`src/rtl/irqsel_pkg.sv`:
```
package irqsel_pkg;

    typedef enum logic [1:0] {
        GRP_CODE_SEC0  = 2'd0,
        GRP_CODE_SEC1  = 2'd1,
        GRP_CODE_NSEC1 = 2'd2
    } grp_code_e;

    // group code from group bit and effective modifier
    function automatic logic [1:0] grp_encode(input logic gbit, input logic mod_eff);
        if (gbit)         return GRP_CODE_NSEC1;
        else if (mod_eff) return GRP_CODE_SEC1;
        else              return GRP_CODE_SEC0;
    endfunction

endpackage

```
`src/rtl/irqsel_qualify.sv`:
```
module irqsel_qualify #(
    parameter int NUM_IRQ = 32
) (
    input  logic [NUM_IRQ-1:0]      pend_latch,
    input  logic [NUM_IRQ-1:0]      trig_edge,
    input  logic [NUM_IRQ-1:0]      line_in,
    input  logic [NUM_IRQ-1:0]      enable,
    input  logic [NUM_IRQ-1:0]      grp_bit,
    input  logic [NUM_IRQ-1:0]      grp_mod,
    input  logic                    en_g0,
    input  logic                    en_g1s,
    input  logic                    en_g1ns,
    input  logic                    sec_off,
    output logic [NUM_IRQ-1:0]      cand,
    output logic [NUM_IRQ-1:0][1:0] grp_code
);
    import irqsel_pkg::*;

    for (genvar i = 0; i < NUM_IRQ; i++) begin : g_src
        logic pending_w;
        logic mod_eff_w;
        logic open_w;

        assign pending_w = pend_latch[i] | (~trig_edge[i] & line_in[i]);
        assign mod_eff_w = grp_mod[i] & ~sec_off;
        assign open_w    = grp_bit[i] ? en_g1ns : (mod_eff_w ? en_g1s : en_g0);
        assign cand[i]   = pending_w & enable[i] & open_w;
        assign grp_code[i] = grp_encode(grp_bit[i], mod_eff_w);
    end

endmodule

```
`src/rtl/irqsel_pick.sv`:
```
module irqsel_pick #(
    parameter int NUM_IRQ = 32,
    parameter int PRIO_W  = 8,
    parameter int ID_W    = 5
) (
    input  logic [NUM_IRQ-1:0]             cand,
    input  logic [NUM_IRQ-1:0][PRIO_W-1:0] prio,
    input  logic [NUM_IRQ-1:0][1:0]        grp_code,
    output logic                           found,
    output logic [ID_W-1:0]                best_id,
    output logic [PRIO_W-1:0]              best_prio,
    output logic [1:0]                     best_grp
);
    localparam int LEAVES = 1 << ID_W;

    logic              nv [LEAVES];
    logic [ID_W-1:0]   nid[LEAVES];
    logic [PRIO_W-1:0] np [LEAVES];
    logic [1:0]        ng [LEAVES];

    // pairwise tournament, lower index on the left keeps ties
    always_comb begin
        for (int k = 0; k < LEAVES; k++) begin
            if (k < NUM_IRQ) begin
                nv[k] = cand[k] && (prio[k] != {PRIO_W{1'b1}});
                np[k] = prio[k];
                ng[k] = grp_code[k];
            end else begin
                nv[k] = 1'b0;
                np[k] = {PRIO_W{1'b1}};
                ng[k] = 2'd0;
            end
            nid[k] = ID_W'(k);
        end
        for (int w = LEAVES / 2; w >= 1; w = w / 2) begin
            for (int k = 0; k < w; k++) begin
                if (nv[2*k] && (!nv[2*k+1] || np[2*k] <= np[2*k+1])) begin
                    nv[k]  = 1'b1;
                    nid[k] = nid[2*k];
                    np[k]  = np[2*k];
                    ng[k]  = ng[2*k];
                end else begin
                    nv[k]  = nv[2*k+1];
                    nid[k] = nid[2*k+1];
                    np[k]  = np[2*k+1];
                    ng[k]  = ng[2*k+1];
                end
            end
        end
        found     = nv[0];
        best_id   = nid[0];
        best_prio = np[0];
        best_grp  = ng[0];
    end

endmodule

```
`src/rtl/irq_bank_arbiter.sv`:
```
module irq_bank_arbiter #(
    parameter int NUM_IRQ = 32,
    parameter int PRIO_W  = 8,
    parameter int ID_W    = (NUM_IRQ > 1) ? $clog2(NUM_IRQ) : 1
) (
    input  logic                      clk,
    input  logic                      rst_n,
    input  logic [NUM_IRQ-1:0]        pend_latch,
    input  logic [NUM_IRQ-1:0]        trig_edge,
    input  logic [NUM_IRQ-1:0]        line_in,
    input  logic [NUM_IRQ-1:0]        enable,
    input  logic [NUM_IRQ-1:0]        grp_bit,
    input  logic [NUM_IRQ-1:0]        grp_mod,
    input  logic [NUM_IRQ*PRIO_W-1:0] prio_flat,
    input  logic                      en_g0,
    input  logic                      en_g1s,
    input  logic                      en_g1ns,
    input  logic                      sec_off,
    output logic                      win_valid,
    output logic [ID_W-1:0]           win_id,
    output logic [PRIO_W-1:0]         win_prio,
    output logic [1:0]                win_grp
);
    localparam logic [PRIO_W-1:0] PRIO_IDLE = {PRIO_W{1'b1}};

    typedef struct packed {
        logic              valid;
        logic [ID_W-1:0]   id;
        logic [PRIO_W-1:0] prio;
        logic [1:0]        grp;
    } sel_t;

    localparam sel_t SEL_IDLE = '{valid: 1'b0, id: '0, prio: PRIO_IDLE, grp: 2'd0};

    logic [NUM_IRQ-1:0][PRIO_W-1:0] prio_w;
    logic [NUM_IRQ-1:0]             cand_w;
    logic [NUM_IRQ-1:0][1:0]        grp_w;
    logic                           found_w;
    logic [ID_W-1:0]                bid_w;
    logic [PRIO_W-1:0]              bprio_w;
    logic [1:0]                     bgrp_w;
    sel_t                           sel_d, sel_q;

    assign prio_w = prio_flat;

    irqsel_qualify #(.NUM_IRQ(NUM_IRQ)) u_qual (
        .pend_latch (pend_latch),
        .trig_edge  (trig_edge),
        .line_in    (line_in),
        .enable     (enable),
        .grp_bit    (grp_bit),
        .grp_mod    (grp_mod),
        .en_g0      (en_g0),
        .en_g1s     (en_g1s),
        .en_g1ns    (en_g1ns),
        .sec_off    (sec_off),
        .cand       (cand_w),
        .grp_code   (grp_w)
    );

    irqsel_pick #(.NUM_IRQ(NUM_IRQ), .PRIO_W(PRIO_W), .ID_W(ID_W)) u_pick (
        .cand      (cand_w),
        .prio      (prio_w),
        .grp_code  (grp_w),
        .found     (found_w),
        .best_id   (bid_w),
        .best_prio (bprio_w),
        .best_grp  (bgrp_w)
    );

    always_comb begin
        sel_d = SEL_IDLE;
        if (found_w) begin
            sel_d.valid = 1'b1;
            sel_d.id    = bid_w;
            sel_d.prio  = bprio_w;
            sel_d.grp   = bgrp_w;
        end
    end

    always_ff @(posedge clk) begin
        if (!rst_n) sel_q <= SEL_IDLE;
        else        sel_q <= sel_d;
    end

    assign win_valid = sel_q.valid;
    assign win_id    = sel_q.id;
    assign win_prio  = sel_q.prio;
    assign win_grp   = sel_q.grp;

endmodule

```
`config.mk`:
```
export PLATFORM = sky130hd
export DESIGN_NAME = irq_bank_arbiter
export DESIGN_NICKNAME = d
export VERILOG_FILES = /design/src/rtl/irqsel_pkg.sv /design/src/rtl/irqsel_qualify.sv /design/src/rtl/irqsel_pick.sv /design/src/rtl/irq_bank_arbiter.sv
export SDC_FILE = /design/constraint.sdc
export NUM_CORES = 1
export LEC_CHECK = 0
export BUFFER_PORTS_ARGS = -buffer_cell sky130_fd_sc_hd__buf_2
export CORE_ASPECT_RATIO = 0.8
export CORE_MARGIN = 4
export CORE_UTILIZATION = 40
export DETAILED_ROUTE_END_ITERATION = 8
export PLACE_DENSITY = 0.75
export SETUP_SLACK_MARGIN = 0.02
export SLEW_MARGIN = 20
export SYNTH_ARGS = -nofsm -noshare
export SYNTH_HDL_FRONTEND = slang
export SYNTH_SLANG_ARGS = --single-unit
```
`constraint.sdc`:
```
create_clock -name clk -period 16.4 [get_ports clk]
set_input_delay 3.28 -clock clk [delete_from_list [all_inputs] [get_ports clk]]
set_output_delay 3.28 -clock clk [all_outputs]
set_load 0.01 [all_outputs]
```
-- Word level (Yosys, flattened, before mapping)
Index checks and enable logic that the tools add are counted.
- reductions and logical operators: 126
- mux-type cells: 253
- magnitude comparators: 31
- bitwise operators: 193
- eq/ne operators: 32
- operators with widths (operator ; number):
    != test 8 bit (second input constant) ; 32
    <= comparator 8 bit ; 31
    two-way mux 8 bit ; 31
    two-way mux 1 bit ; 143
    two-way mux 2 bit ; 71
    AND 1 bit ; 128
    logical AND 1 bit ; 63
    inverter 1 bit ; 33
    OR 1 bit ; 32
    zero test 1 bit ; 31
    logical OR 1 bit ; 31
    two-way mux 16 bit ; 1
    two-way mux 3 bit ; 4
    two-way mux 4 bit ; 2
    two-way mux 5 bit ; 1
    AND reduction 2 bit ; 1
- output and inout port bits: 16
- bits of input ports: 454
- word-level logic and storage cells: 639
- bits in registers: 16

-- Longest topological paths before layout
Gate-level depths: netlist of run 1.
- depth after elaboration: 27
- mapped depth: 50
- gate-level depth less buffers: 45

-- Modules after synthesis
Synthesis of run 1 repeated with hierarchy kept, for this count alone.
- cell total of the unflattened synthesis: 1702
- area, all modules: 13266.5 µm²
- by module, submodules not included (module ; cells an instance ; area each (µm²) ; seq. area each (µm²) ; times used):
    irqsel_pick ; 1400 ; 10874.2 ; 0.0 ; 1
    irqsel_qualify ; 268 ; 1934.4 ; 0.0 ; 1
    irq_bank_arbiter ; 34 ; 457.9 ; 320.3 ; 1

-- Worst setup path after synthesis of run 1
OpenSTA, ideal clock, no wires.
- kind: input-to-reg
- start point: input port sec_off
- end point: register sel_q, in the netlist win_grp[1]
- buffers on the path: 8
- arrival: 12.794 ns
- slack: 3.472 ns
- data required time: 16.266 ns
- stages: 48
- library setup time: 0.134 ns
- cell sequence: buf_4 -> buf_6 -> and3b_1 -> a211oi_1 -> or4_1 -> o31ai_2 -> buf_2 -> buf_1 -> mux2_2 -> ha_1 -> nor2b_1 -> o211ai_1 -> a21oi_1 -> a211oi_1 -> or3_1 -> clkbuf_1 -> a22o_1 -> inv_1 -> (+12 left out) -> o21a_1 -> o21ai_0 -> a21oi_1 -> a2111oi_0 -> o31a_1 -> buf_2 -> nor2_1 -> a222oi_1 -> ha_1 -> nor2b_1 -> o21a_1 -> o21ai_0 -> a21oi_1 -> o22ai_1 -> a211o_1 -> or2_2 -> a21oi_1 -> or4_1
- longest elaborated chain between the ends: 27
- elaborated cells on any way between the ends: 362
- classes of those cells: order compare: 15; mux: 156; bitwise: 65; reduce/logical: 126
- RTL lines (item ; line ; text):
    from (decl) ; irq_bank_arbiter.sv:18 ; input logic sec_off,
    inverter 1 bit * ; irqsel_qualify.sv:25 ; assign mod_eff_w = grp_mod[i] & ~sec_off;
    AND 1 bit ; irqsel_qualify.sv:25 ;
    two-way mux 1 bit (2 in a row) ; irqsel_qualify.sv:26 ; assign open_w = grp_bit[i] ? en_g1ns : (mod_eff_w ? en_g1s : en_g0);
    AND 1 bit ; irqsel_qualify.sv:27 ; assign cand[i] = pending_w & enable[i] & open_w;
    logical AND 1 bit ; irqsel_pick.sv:25 ; nv[k] = cand[k] && (prio[k] != {PRIO_W{1'b1}});
    zero test 1 bit ; irqsel_pick.sv:37 ; if (nv[2*k] && (!nv[2*k+1] || np[2*k] <= np[2*k+1])) begin
    logical OR 1 bit ; irqsel_pick.sv:37 ;
    logical AND 1 bit ; irqsel_pick.sv:37 ;
    (+10 left out) ; -- ;
    logical OR 1 bit ; irqsel_pick.sv:37 ;
    logical AND 1 bit ; irqsel_pick.sv:37 ;
    two-way mux 8 bit or two-way mux 1 bit (tied branches) ; irqsel_pick.sv:37 ;
    <= comparator 8 bit or zero test 1 bit (tied branches) ; irqsel_pick.sv:37 ;
    logical OR 1 bit ; irqsel_pick.sv:37 ;
    logical AND 1 bit ; irqsel_pick.sv:37 ;
    two-way mux 1 bit ; irqsel_pick.sv:37 ;
    AND reduction 2 bit (no source line) ; -- ;
    to (signal assigned) ; irq_bank_arbiter.sv:83 ; else sel_q <= sel_d;
    to (decl) ; irq_bank_arbiter.sv:42 ; sel_t sel_d, sel_q;
Mark *: on every way between the ends. The rest lies on a longest branch, timed or not.
A chain may end at the register's enable or synchronous reset.

-- Final worst setup path of run 1
- start point: input port en_g1s
- end point: register sel_q, in the netlist win_grp[1]
- longest elaborated chain between the ends: 25
- elaborated cells on any way between the ends: 329
- classes of those cells: order compare: 15; mux: 156; bitwise: 32; reduce/logical: 126
- RTL lines (item ; line ; text):
    from (decl) ; irq_bank_arbiter.sv:16 ; input logic en_g1s,
    two-way mux 1 bit (2 in a row) ; irqsel_qualify.sv:26 ;
    AND 1 bit ; irqsel_qualify.sv:27 ;
    logical AND 1 bit ; irqsel_pick.sv:25 ;
    zero test 1 bit ; irqsel_pick.sv:37 ;
    logical OR 1 bit ; irqsel_pick.sv:37 ;
    logical AND 1 bit ; irqsel_pick.sv:37 ;
    two-way mux 8 bit or two-way mux 1 bit (tied branches) ; irqsel_pick.sv:37 ;
    <= comparator 8 bit or zero test 1 bit (tied branches) ; irqsel_pick.sv:37 ;
    (+8 left out) ; -- ;
    logical OR 1 bit ; irqsel_pick.sv:37 ;
    logical AND 1 bit ; irqsel_pick.sv:37 ;
    two-way mux 8 bit or two-way mux 1 bit (tied branches) ; irqsel_pick.sv:37 ;
    <= comparator 8 bit or zero test 1 bit (tied branches) ; irqsel_pick.sv:37 ;
    logical OR 1 bit ; irqsel_pick.sv:37 ;
    logical AND 1 bit ; irqsel_pick.sv:37 ;
    two-way mux 1 bit ; irqsel_pick.sv:37 ;
    AND reduction 2 bit (no source line) ; -- ;
Several ways; a longest one is shown, not always the timed one.

==> flow_metrics.env, run 1 <==
export IMPL_status="finished clean"
export IMPL_synth_ff_type="dfxtp_1"
export IMPL_finalNetCount=2883
export IMPL_tritoncts_num_buffers=3
export IMPL_cts_tree="built"
export IMPL_ys_ff_latch=16
export IMPL_antenna_viol_nets_final=0
export IMPL_worst_endpoint_arrival_ns=14.69
export IMPL_crit_fanout=20
export IMPL_ctsHtreeMaxLevel=1
export IMPL_setup_worst_path_start="en_g1s"
export IMPL_hold_path_endpoint="win_valid"
export IMPL_tightest_slew_ns=1.03
export IMPL_hold_path_class="in -> reg"
export IMPL_syn_instance_count=1746
export IMPL_global_route_overflow_total=0
export IMPL_route_detailed_vias_per_inst=6.07
export IMPL_setup_tns_ns=0
export IMPL_placeableCoreArea_um2=31800
export IMPL_clock_sinks=16
export IMPL_layout_core_utilization_pct=50.0
export IMPL_finalCritPeriodShare_pct=88.8
export IMPL_synth_enable_flop_cells=0
export IMPL_placed_area_um2=15800
export IMPL_hold_slack_ns=3.37
export IMPL_drt_drc_violations_left=0
export IMPL_fp_dieArea_um2=35600
export IMPL_critPathKind="in -> reg"
export IMPL_max_cap_violations=0
export IMPL_floorplan_initialDensity_pct=41.1
export IMPL_clock_tree_root_cell="clkbuf_16"
export IMPL_first_global_vias=15256
export IMPL_syn_cell_area_um2=13100
export IMPL_post_synth_num_cell_types=79
export IMPL_post_synth_main_area_contributors="ha_1, mux2i_1, inv_1"
export IMPL_drt_initial_drc_count=1442
export IMPL_multiInputGateArea_um2=11400
export IMPL_hold_fix_buffer_count_after_cts=0
export IMPL_synthMostInstantiatedCell="inv_1"
export IMPL_setup_repair_after_global_routing_missed_its_margin="false"
export IMPL_fp_dieW_um=210
export IMPL_shortest_clock_period_the_worst_path_allows_after_layout_ns=14.57
export IMPL_finalMaxSlewViolations=0
export IMPL_worst_path_most_repeated_cell="o21a_1"
export IMPL_initial_antenna_violation_count=4
export IMPL_final_hold_viol_count=0
export IMPL_final_cell_area_um2=15900
export IMPL_place_detailed_instances=2596
export IMPL_setup_viol_count_final=0
export IMPL_cts_max_path_buffers=2
export IMPL_grt_start_max_net_pins=33
export IMPL_post_cts_repair_setup_buffers=0
export IMPL_grt_pass1_wl_um=81200
export IMPL_min_from="rst_n"
export IMPL_relSlewSlack_pct=30.8
export IMPL_detail_route_wirelength_um=53200
export IMPL_power_density_nw_per_um2=59.4
export IMPL_yosys_top_cells_count="inv_1, ha_1, mux2i_1"
export IMPL_layout_drive_gt1_share_pct=26.3
export IMPL_finalWeightedCongestion=1.02
export IMPL_layout_area_seq_um2=320
export IMPL_vias=15793
export IMPL_yosys_top_cell_area_share_pct=23.7
export IMPL_p_leak_nw=8.46
export IMPL_cts_resized=0
export IMPL_core_rowCount=58
export IMPL_ys_async_sr_fraction_pct=0
export IMPL_startpoint_type="input port"
export IMPL_global_route_usage_total_pct=27.7
export IMPL_die_y_um=170
export IMPL_yosys_area_top_type="ha_1"
export IMPL_placement_io_buffers=469
export IMPL_crit_required_ns=16.52
export IMPL_nFillCells=3140
export IMPL_synth_avg_cell_area_um2=7.48
export IMPL_worstSetupEndpointType="flop"
export IMPL_synth_seq_area_share_pct=2.45
export IMPL_max_clk_rate_mhz=68.6
export IMPL_slowest_delay_ns=0.85
export IMPL_number_of_instances_on_the_worst_hold_path=3
export IMPL_dr_pass1_iters=6
export IMPL_clock_slew_at_reported_path_ffs_ns=0.06
export IMPL_top_level_ports=470
export IMPL_final_cell_count_no_fill=2602
export IMPL_synth_fp_nets=2448
export IMPL_areaGrowthSynthToFinish_pct=21.6
export IMPL_yosys_warnings=0
export IMPL_wl_per_cell_um=20.4
export IMPL_ir_worst_vdd_uv=58.3
export IMPL_place_detailed_hpwl_um=46900
export IMPL_timing_critical_path_slowest_stage_cell="a211oi_1"
-- critical path: cells and delay by family --
| family | cells | cell delay (ns) |
|---|---|---|
| AOI/OAI and AO/OA | 25 | 6.71 |
| and+or+nand+nor | 7 | 1.86 |
| adders and majority gates | 4 | 1.17 |
| buffers and inverters | 6 | 1.13 |
| muxes | 2 | 0.51 |
-- through the flow --
step                      total power (W)  worst slack (ns)
final                            0.000943              1.83
after global routing              0.00103             0.951
after CTS                        0.000934              2.01
after detailed placement         0.000876              1.78
after global placement           0.000853              1.97
after floorplan                  0.000606              3.47
-- cell type report --
type	count	share of cell area, %
sequential	16	2.02
clock buffer	4	0.559
antenna	2	0.0315
inverter	276	6.52
timing repair buffer	489	15.7
tap	420	3.31
multi-input combinational	1395	71.8
-- cell usage in the layout (no fill, tap or decap), drive strengths merged, types with 17 or more instances in the layout --
master	synthesis	final
o22ai	17	17
nand4	109	109
o21ai	34	34
nor2	85	85
buf	43	489
o21bai	18	18
inv	276	276
and3	29	29
mux2	25	25
nand2	57	57
a21o	34	34
a21oi	117	117
o221ai	39	39
ha	248	248
mux2i	183	183
o211ai	31	31
nor2b	72	72
nand3	26	26
a211oi	46	46
-- cell families (layout without fill, tap and decap cells) --
family | Yosys count | after routing | share of synthesized area, %
muxes | 208 | 208 | 16.2
other | 0 | 2 | 0
buffers and inverters | 335 | 769 | 10.4
AOI/OAI and AO/OA | 476 | 476 | 27.1
DFF | 16 | 16 | 2.45
and+or+nand+nor | 463 | 463 | 20.1
adders and majority gates | 248 | 248 | 23.7
-- worst max-delay path by stage --
stage	end	slack (ns)	depth (start not counted)
floorplan	win_grp[1]	3.47	48
global placement	win_grp[1]	1.97	44
detailed placement	win_grp[1]	1.78	43
CTS	win_grp[1]	2.01	43
global route	win_grp[1]	0.95	40
finish	win_grp[1]	1.83	44
-- flip-flops by register name, indices dropped and copies added, names as in the netlist --
name	cells
win_prio	8
win_id	5
win_valid	1
win_grp	2
-- report_power, final --
group          switching, W  internal (W)
clock network     0.0000163     0.0000371
registers         0.0000117     0.0000558
logic              0.000473      0.000349
total              0.000501      0.000442
-- per-layer routing --
layer / global-route usage, % / share of wire (%)
met2: 44.9 / 44
met4: 6.13 / 2.2
met3: 3.31 / 9.0
met1: 39.6 / 45
met5: 0 / 0.075
Power figures use the tool's default switching activity.
==> run 2, diff against run 1 <==
Settings changed: PLACE_DENSITY 0.75 to 0.67.
==> run 2 against run 1 <==
Effect of this change:
- critical path depth decreased by 5
- clock-buffer cell count unchanged
- sequential share of layout area about the same
- global-route usage decreased by 0.18 points
- non-clock buffer count increased by 2
- sequential power decreased by 2%
- combinational power increased by 0.6%
- total power increased by 0.44%
- critical path type unchanged
==> flow_metrics.env, run 2 (synthesis results as in run 1) <==
export IMPL_status="finished clean"
export IMPL_worst_endpoint_arrival_ns=14.92
export IMPL_worstSetupEndpointType="flop"
export IMPL_drt_initial_drc_count=1352
export IMPL_finalMaxSlewViolations=0
export IMPL_startpoint_type="input port"
export IMPL_ctsHtreeMaxLevel=1
export IMPL_hold_fix_buffer_count_after_cts=0
export IMPL_cts_resized=0
export IMPL_crit_fanout=43
export IMPL_cts_max_path_buffers=2
export IMPL_use_met2_pct=45.6
export IMPL_finalNetCount=2885
export IMPL_cp_top_family="compound AO/OA/AOI/OAI gates"
export IMPL_place_detailed_hpwl_um=46200
export IMPL_fp_dieW_um=210
export IMPL_global_route_overflow_total=0
export IMPL_clock_sinks=16
export IMPL_grt_met1_usage_pct=39.1
export IMPL_initial_antenna_violation_count=6
export IMPL_top_level_ports=470
export IMPL_finalCritPeriodShare_pct=90.2
export IMPL_core_rowCount=58
export IMPL_crit_required_ns=16.52
export IMPL_final_cell_count_no_fill=2604
export IMPL_first_global_vias=15262
export IMPL_detail_route_wirelength_um=52800
export IMPL_cts_tree="built"
export IMPL_clock_slew_at_reported_path_ffs_ns=0.05
export IMPL_final_hold_viol_count=0
export IMPL_gr_usage_met3_pct=3.18
export IMPL_drt_drc_violations_left=0
export IMPL_max_cap_violations=0
export IMPL_tritoncts_num_buffers=3
export IMPL_relSlewSlack_pct=35.4
export IMPL_hold_path_class="in -> reg"
export IMPL_slowest_delay_ns=0.72
export IMPL_timing_critical_path_slowest_stage_cell="buf_2"
export IMPL_grt_busiest_layer="met2"
export IMPL_critPathKind="in -> reg"
export IMPL_areaGrowthSynthToFinish_pct=21.7
export IMPL_power_density_nw_per_um2=59.6
export IMPL_layout_drive_gt1_share_pct=26.4
export IMPL_hold_slack_ns=3.36
export IMPL_largest_reg_flops=8
export IMPL_grt_pass1_wl_um=81200
export IMPL_setup_worst_path_start="sec_off"
export IMPL_total_power_w=0.000947
export IMPL_route_detailed_vias_per_inst=6.02
export IMPL_max_clk_rate_mhz=67.6
export IMPL_setup_tns_ns=0
export IMPL_layout_cells_most_common="buf_2"
export IMPL_finalWeightedCongestion=0.971
export IMPL_wl_per_cell_um=20.3
export IMPL_setup_repair_after_global_routing_missed_its_margin="false"
export IMPL_tightest_slew_ns=0.969
export IMPL_clock_tree_root_cell="clkbuf_16"
export IMPL_global_route_usage_total_pct=27.6
export IMPL_die_y_um=170
export IMPL_placement_io_buffers=469
export IMPL_setup_viol_count_final=0
export IMPL_min_from="rst_n"
export IMPL_fp_dieArea_um2=35600
export IMPL_shortest_clock_period_the_worst_path_allows_after_layout_ns=14.80
export IMPL_vias=15678
export IMPL_placeableCoreArea_um2=31800
export IMPL_place_detailed_instances=2597
export IMPL_grt_start_max_net_pins=44
export IMPL_worstPathBufferInverterCount=4
export IMPL_antenna_viol_nets_final=0
export IMPL_layout_core_utilization_pct=50.0
export IMPL_dr_pass1_iters=7
export IMPL_ir_worst_vdd_uv=38.2
export IMPL_floorplan_initialDensity_pct=41.1
export IMPL_commonest_non_fill_non_tap_cells_in_the_layout="buf_2, inv_1, ha_1"
export IMPL_post_cts_repair_setup_buffers=0
export IMPL_p_leak_nw=8.46
[run 2: changes by cell type in the layout (fill, tap and decap cells not counted)]
cell | before | now
a2111oi_0 | 6 | 7
a2111oi_1 | 1 | 0
a211oi_2 | 8 | 6
a211oi_4 | 0 | 2
buf_4 | 20 | 21
clkbuf_4 | 0 | 1
o31ai_1 | 0 | 1
o31ai_4 | 1 | 0
[run 2: power by group]
part	switching, W	leakage, nW	internal (W)
clock	0.0000164	0.0442	0.0000371
sequential	0.0000106	0.133	0.0000558
combinational	0.000476	8.29	0.000351
total	0.000503	8.46	0.000444
[run 2: path summary, 6_finish.rpt]
kind    endpoint  slack [ns]  depth (start not counted)
min    win_valid        3.36                          3
max   win_grp[1]        1.60                         39
[run 2: metrics by stage]
stage / cell area [µm²] / setup WS, ns
6_report: 15900 / 1.60
4_1_cts: 15900 / 1.60
3_5_place_dp: 15800 / 1.39
3_3_place_gp: 15800 / 1.57
5_1_grt: 15900 / 0.996
2_1_floorplan: 13100 / 3.47
[run 2: final cells by class]
class / count / area [µm²]
fill: 3225 / 15900
multi-input combinational: 1395 / 11400
timing repair buffer: 491 / 2510
inverter: 276 / 1040
tap: 420 / 526
sequential: 16 / 320
clock buffer: 4 / 88.8
antenna: 2 / 5.00
[run 2: routing by layer]
metal | wire length, µm | part of all wire [%]
met3 | 4040 | 7.6
met4 | 996 | 1.9
met2 | 23700 | 45
met1 | 24100 | 46
met5 | 47 | 0.089
==> run 3, diff against run 2 <==
Settings changed: ABC_AREA from default to 1, GPL_ROUTABILITY_DRIVEN from default to 1, PLACE_DENSITY 0.67 to 0.65, SETUP_SLACK_MARGIN 0.02 to default.
==> run 3 against run 2 <==
Effect of this change:
- non-clock buffer count shrank 19
- combinational power grew 15%
- total power grew 12%
- clock-buffer cell count shrank 1
- critical path type unchanged
- largest power group unchanged
- highest routed layer is now met4
==> flow_metrics.env, run 3 <==
export IMPL_placeableCoreArea_um2=35200
export IMPL_ys_ff_latch=16
export IMPL_drt_drc_violations_left=0
export IMPL_setup_worst_path_start="sec_off"
export IMPL_largest_reg_flops=8
export IMPL_clock_sinks=16
export IMPL_post_synth_main_area_contributors="nand2_1, ha_1, nand3_1"
export IMPL_worstSetupEndpointType="flop"
export IMPL_finalNetCount=3832
export IMPL_global_route_overflow_total=0
export IMPL_die_y_um=178
export IMPL_finalCritPeriodShare_pct=74.8
export IMPL_critPathCapture="win_prio[4]"
export IMPL_placement_io_buffers=469
export IMPL_synth_mux_area_share_pct=0
export IMPL_cts_max_path_buffers=2
export IMPL_finalWeightedCongestion=0.999
export IMPL_critical_path_depth=53
export IMPL_status="finished clean"
export IMPL_setup_viol_count_final=0
export IMPL_synth_seq_area_share_pct=2.22
export IMPL_grt_pass1_wl_um=92700
export IMPL_synth_ff_type="dfxtp_1"
export IMPL_synth_compound_area_share_pct=9.35
export IMPL_yosys_area_share_adder_pct=21.5
export IMPL_shortest_clock_period_the_worst_path_allows_after_layout_ns=12.26
export IMPL_slowest_delay_ns=0.67
export IMPL_tritoncts_num_buffers=3
export IMPL_yosys_top_cell_area_share_pct=22.4
export IMPL_timing_critical_path_slowest_stage_cell="o21bai_1"
export IMPL_hold_path_class="in -> reg"
export IMPL_worstPathBufferInverterCount=7
export IMPL_finalMaxSlewViolations=0
export IMPL_post_cts_repair_setup_buffers=0
export IMPL_vias=19273
export IMPL_min_from="rst_n"
export IMPL_syn_instance_count=2712
export IMPL_setup_tns_ns=0
export IMPL_synth_fp_nets=3414
export IMPL_place_detailed_hpwl_um=54500
export IMPL_worst_path_most_repeated_cell="nand2_1"
export IMPL_cts_resized=0
export IMPL_global_route_usage_total_pct=29.5
export IMPL_synthSimpleGateAreaFrac_pct=54.2
export IMPL_hold_fix_buffer_count_after_cts=0
export IMPL_cts_tree="built"
export IMPL_floorplan_initialDensity_pct=41.0
export IMPL_post_synth_num_cell_types=35
export IMPL_largest_family_of_logic_cells_by_synthesized_area="simple AND/OR/NAND/NOR gates"
export IMPL_ys_async_sr_fraction_pct=0
export IMPL_first_global_vias=17516
export IMPL_layout_core_utilization_pct=48.6
export IMPL_syn_cell_area_um2=14400
export IMPL_fp_dieArea_um2=39100
export IMPL_yosys_top_cells_count="nand2_1, nand3_1, inv_1"
export IMPL_grt_start_max_net_pins=36
export IMPL_route_detailed_vias_per_inst=5.35
export IMPL_layout_drive_gt1_share_pct=16.8
export IMPL_max_clk_rate_mhz=81.6
export IMPL_layout_cells_most_common="nand2_1"
export IMPL_critPathKind="in -> reg"
export IMPL_synth_avg_cell_area_um2=5.31
export IMPL_clock_tree_root_cell="clkbuf_16"
export IMPL_power_density_nw_per_um2=62.0
export IMPL_synth_enable_flop_cells=0
export IMPL_top_level_ports=470
export IMPL_worst_endpoint_arrival_ns=12.40
export IMPL_antenna_viol_nets_final=0
export IMPL_ir_worst_vdd_uv=55.5
export IMPL_setup_repair_after_global_routing_missed_its_margin="false"
export IMPL_crit_required_ns=16.54
export IMPL_core_rowCount=61
export IMPL_final_hold_viol_count=0
export IMPL_synthMostInstantiatedCell="nand2_1"
export IMPL_fp_dieW_um=220
export IMPL_cp_top_family="simple AND/OR/NAND/NOR gates"
export IMPL_yosys_warnings=0
export IMPL_number_of_instances_on_the_worst_hold_path=3
export IMPL_commonest_non_fill_non_tap_cells_in_the_layout="nand2_1, buf_2, nand3_1"
export IMPL_post_synth_xor_area_fraction_pct=0
export IMPL_ctsHtreeMaxLevel=1
export IMPL_detail_route_wirelength_um=61800
export IMPL_crit_fanout=35
export IMPL_clock_slew_at_reported_path_ffs_ns=0.05
export IMPL_p_leak_nw=10.4
export IMPL_areaGrowthSynthToFinish_pct=18.5
export IMPL_relSlewSlack_pct=41.5
export IMPL_wl_per_cell_um=17.2
export IMPL_initial_antenna_violation_count=1
export IMPL_max_cap_violations=0
export IMPL_yosys_area_top_type="nand2_1"
export IMPL_dr_pass1_iters=8
export IMPL_drt_initial_drc_count=1824
export IMPL_tightest_slew_ns=0.878
export IMPL_startpoint_type="input port"
run 3: per-layer routing:
metal / global-route usage (%) / part of all wire, % / vias up / routed length (µm)
met1: 43.9 / 47 / 8657 / 29100
met5: 0 / 0 / - / 0
met3: 4.01 / 9.3 / 73 / 5760
met4: 5.13 / 1.9 / 0 / 1190
met2: 45.4 / 42 / 858 / 25800
li1: - / - / 9685 / -
run 3: cells by family (layout without fill, tap and decap cells):
logic type                 after synthesis  in the layout
adders and majority gates              248            248
and+or+nand+nor                       1752           1752
buffers and inverters                  450            866
DFF                                     16             16
AOI/OAI and AO/OA                      246            246
other                                    0              1
run 3: worst min-delay path by stage:
stage                   to  slack (ns)
2_1_floorplan    win_valid        3.57
3_3_place_gp   win_prio[4]        3.70
3_5_place_dp   win_prio[6]        3.70
4_1_cts          win_valid        3.48
5_1_grt          win_valid        3.50
6_report         win_valid        3.48
run 3: cell type report:
class / instances / area [µm²]
diodes: 1 / 2.50
fillers: 3947 / 18100
repair buffers: 472 / 2370
inverters: 391 / 1470
flip-flops and latches: 16 / 320
multi-input cells: 2246 / 12300
well taps: 472 / 591
clock buffers: 3 / 75.1
run 3: per-stage QoR:
stage,total power (W),hold WS [ns],area (µm²),setup slack (ns),cells
floorplan,0.000707,3.57,14400,6.70,2712
global placement,0.000980,3.70,17000,4.26,3597
detailed placement,0.000996,3.70,17000,4.19,3597
CTS,0.00105,3.48,17100,4.39,3600
global route,0.00119,3.50,17100,3.16,3601
finish,0.00106,3.48,17100,4.14,3601
run 3: power by group:
part           switching (W)  total [W]  internal (W)
sequential        0.00000692  0.0000642     0.0000573
clock              0.0000154  0.0000475     0.0000320
combinational       0.000609   0.000948      0.000339
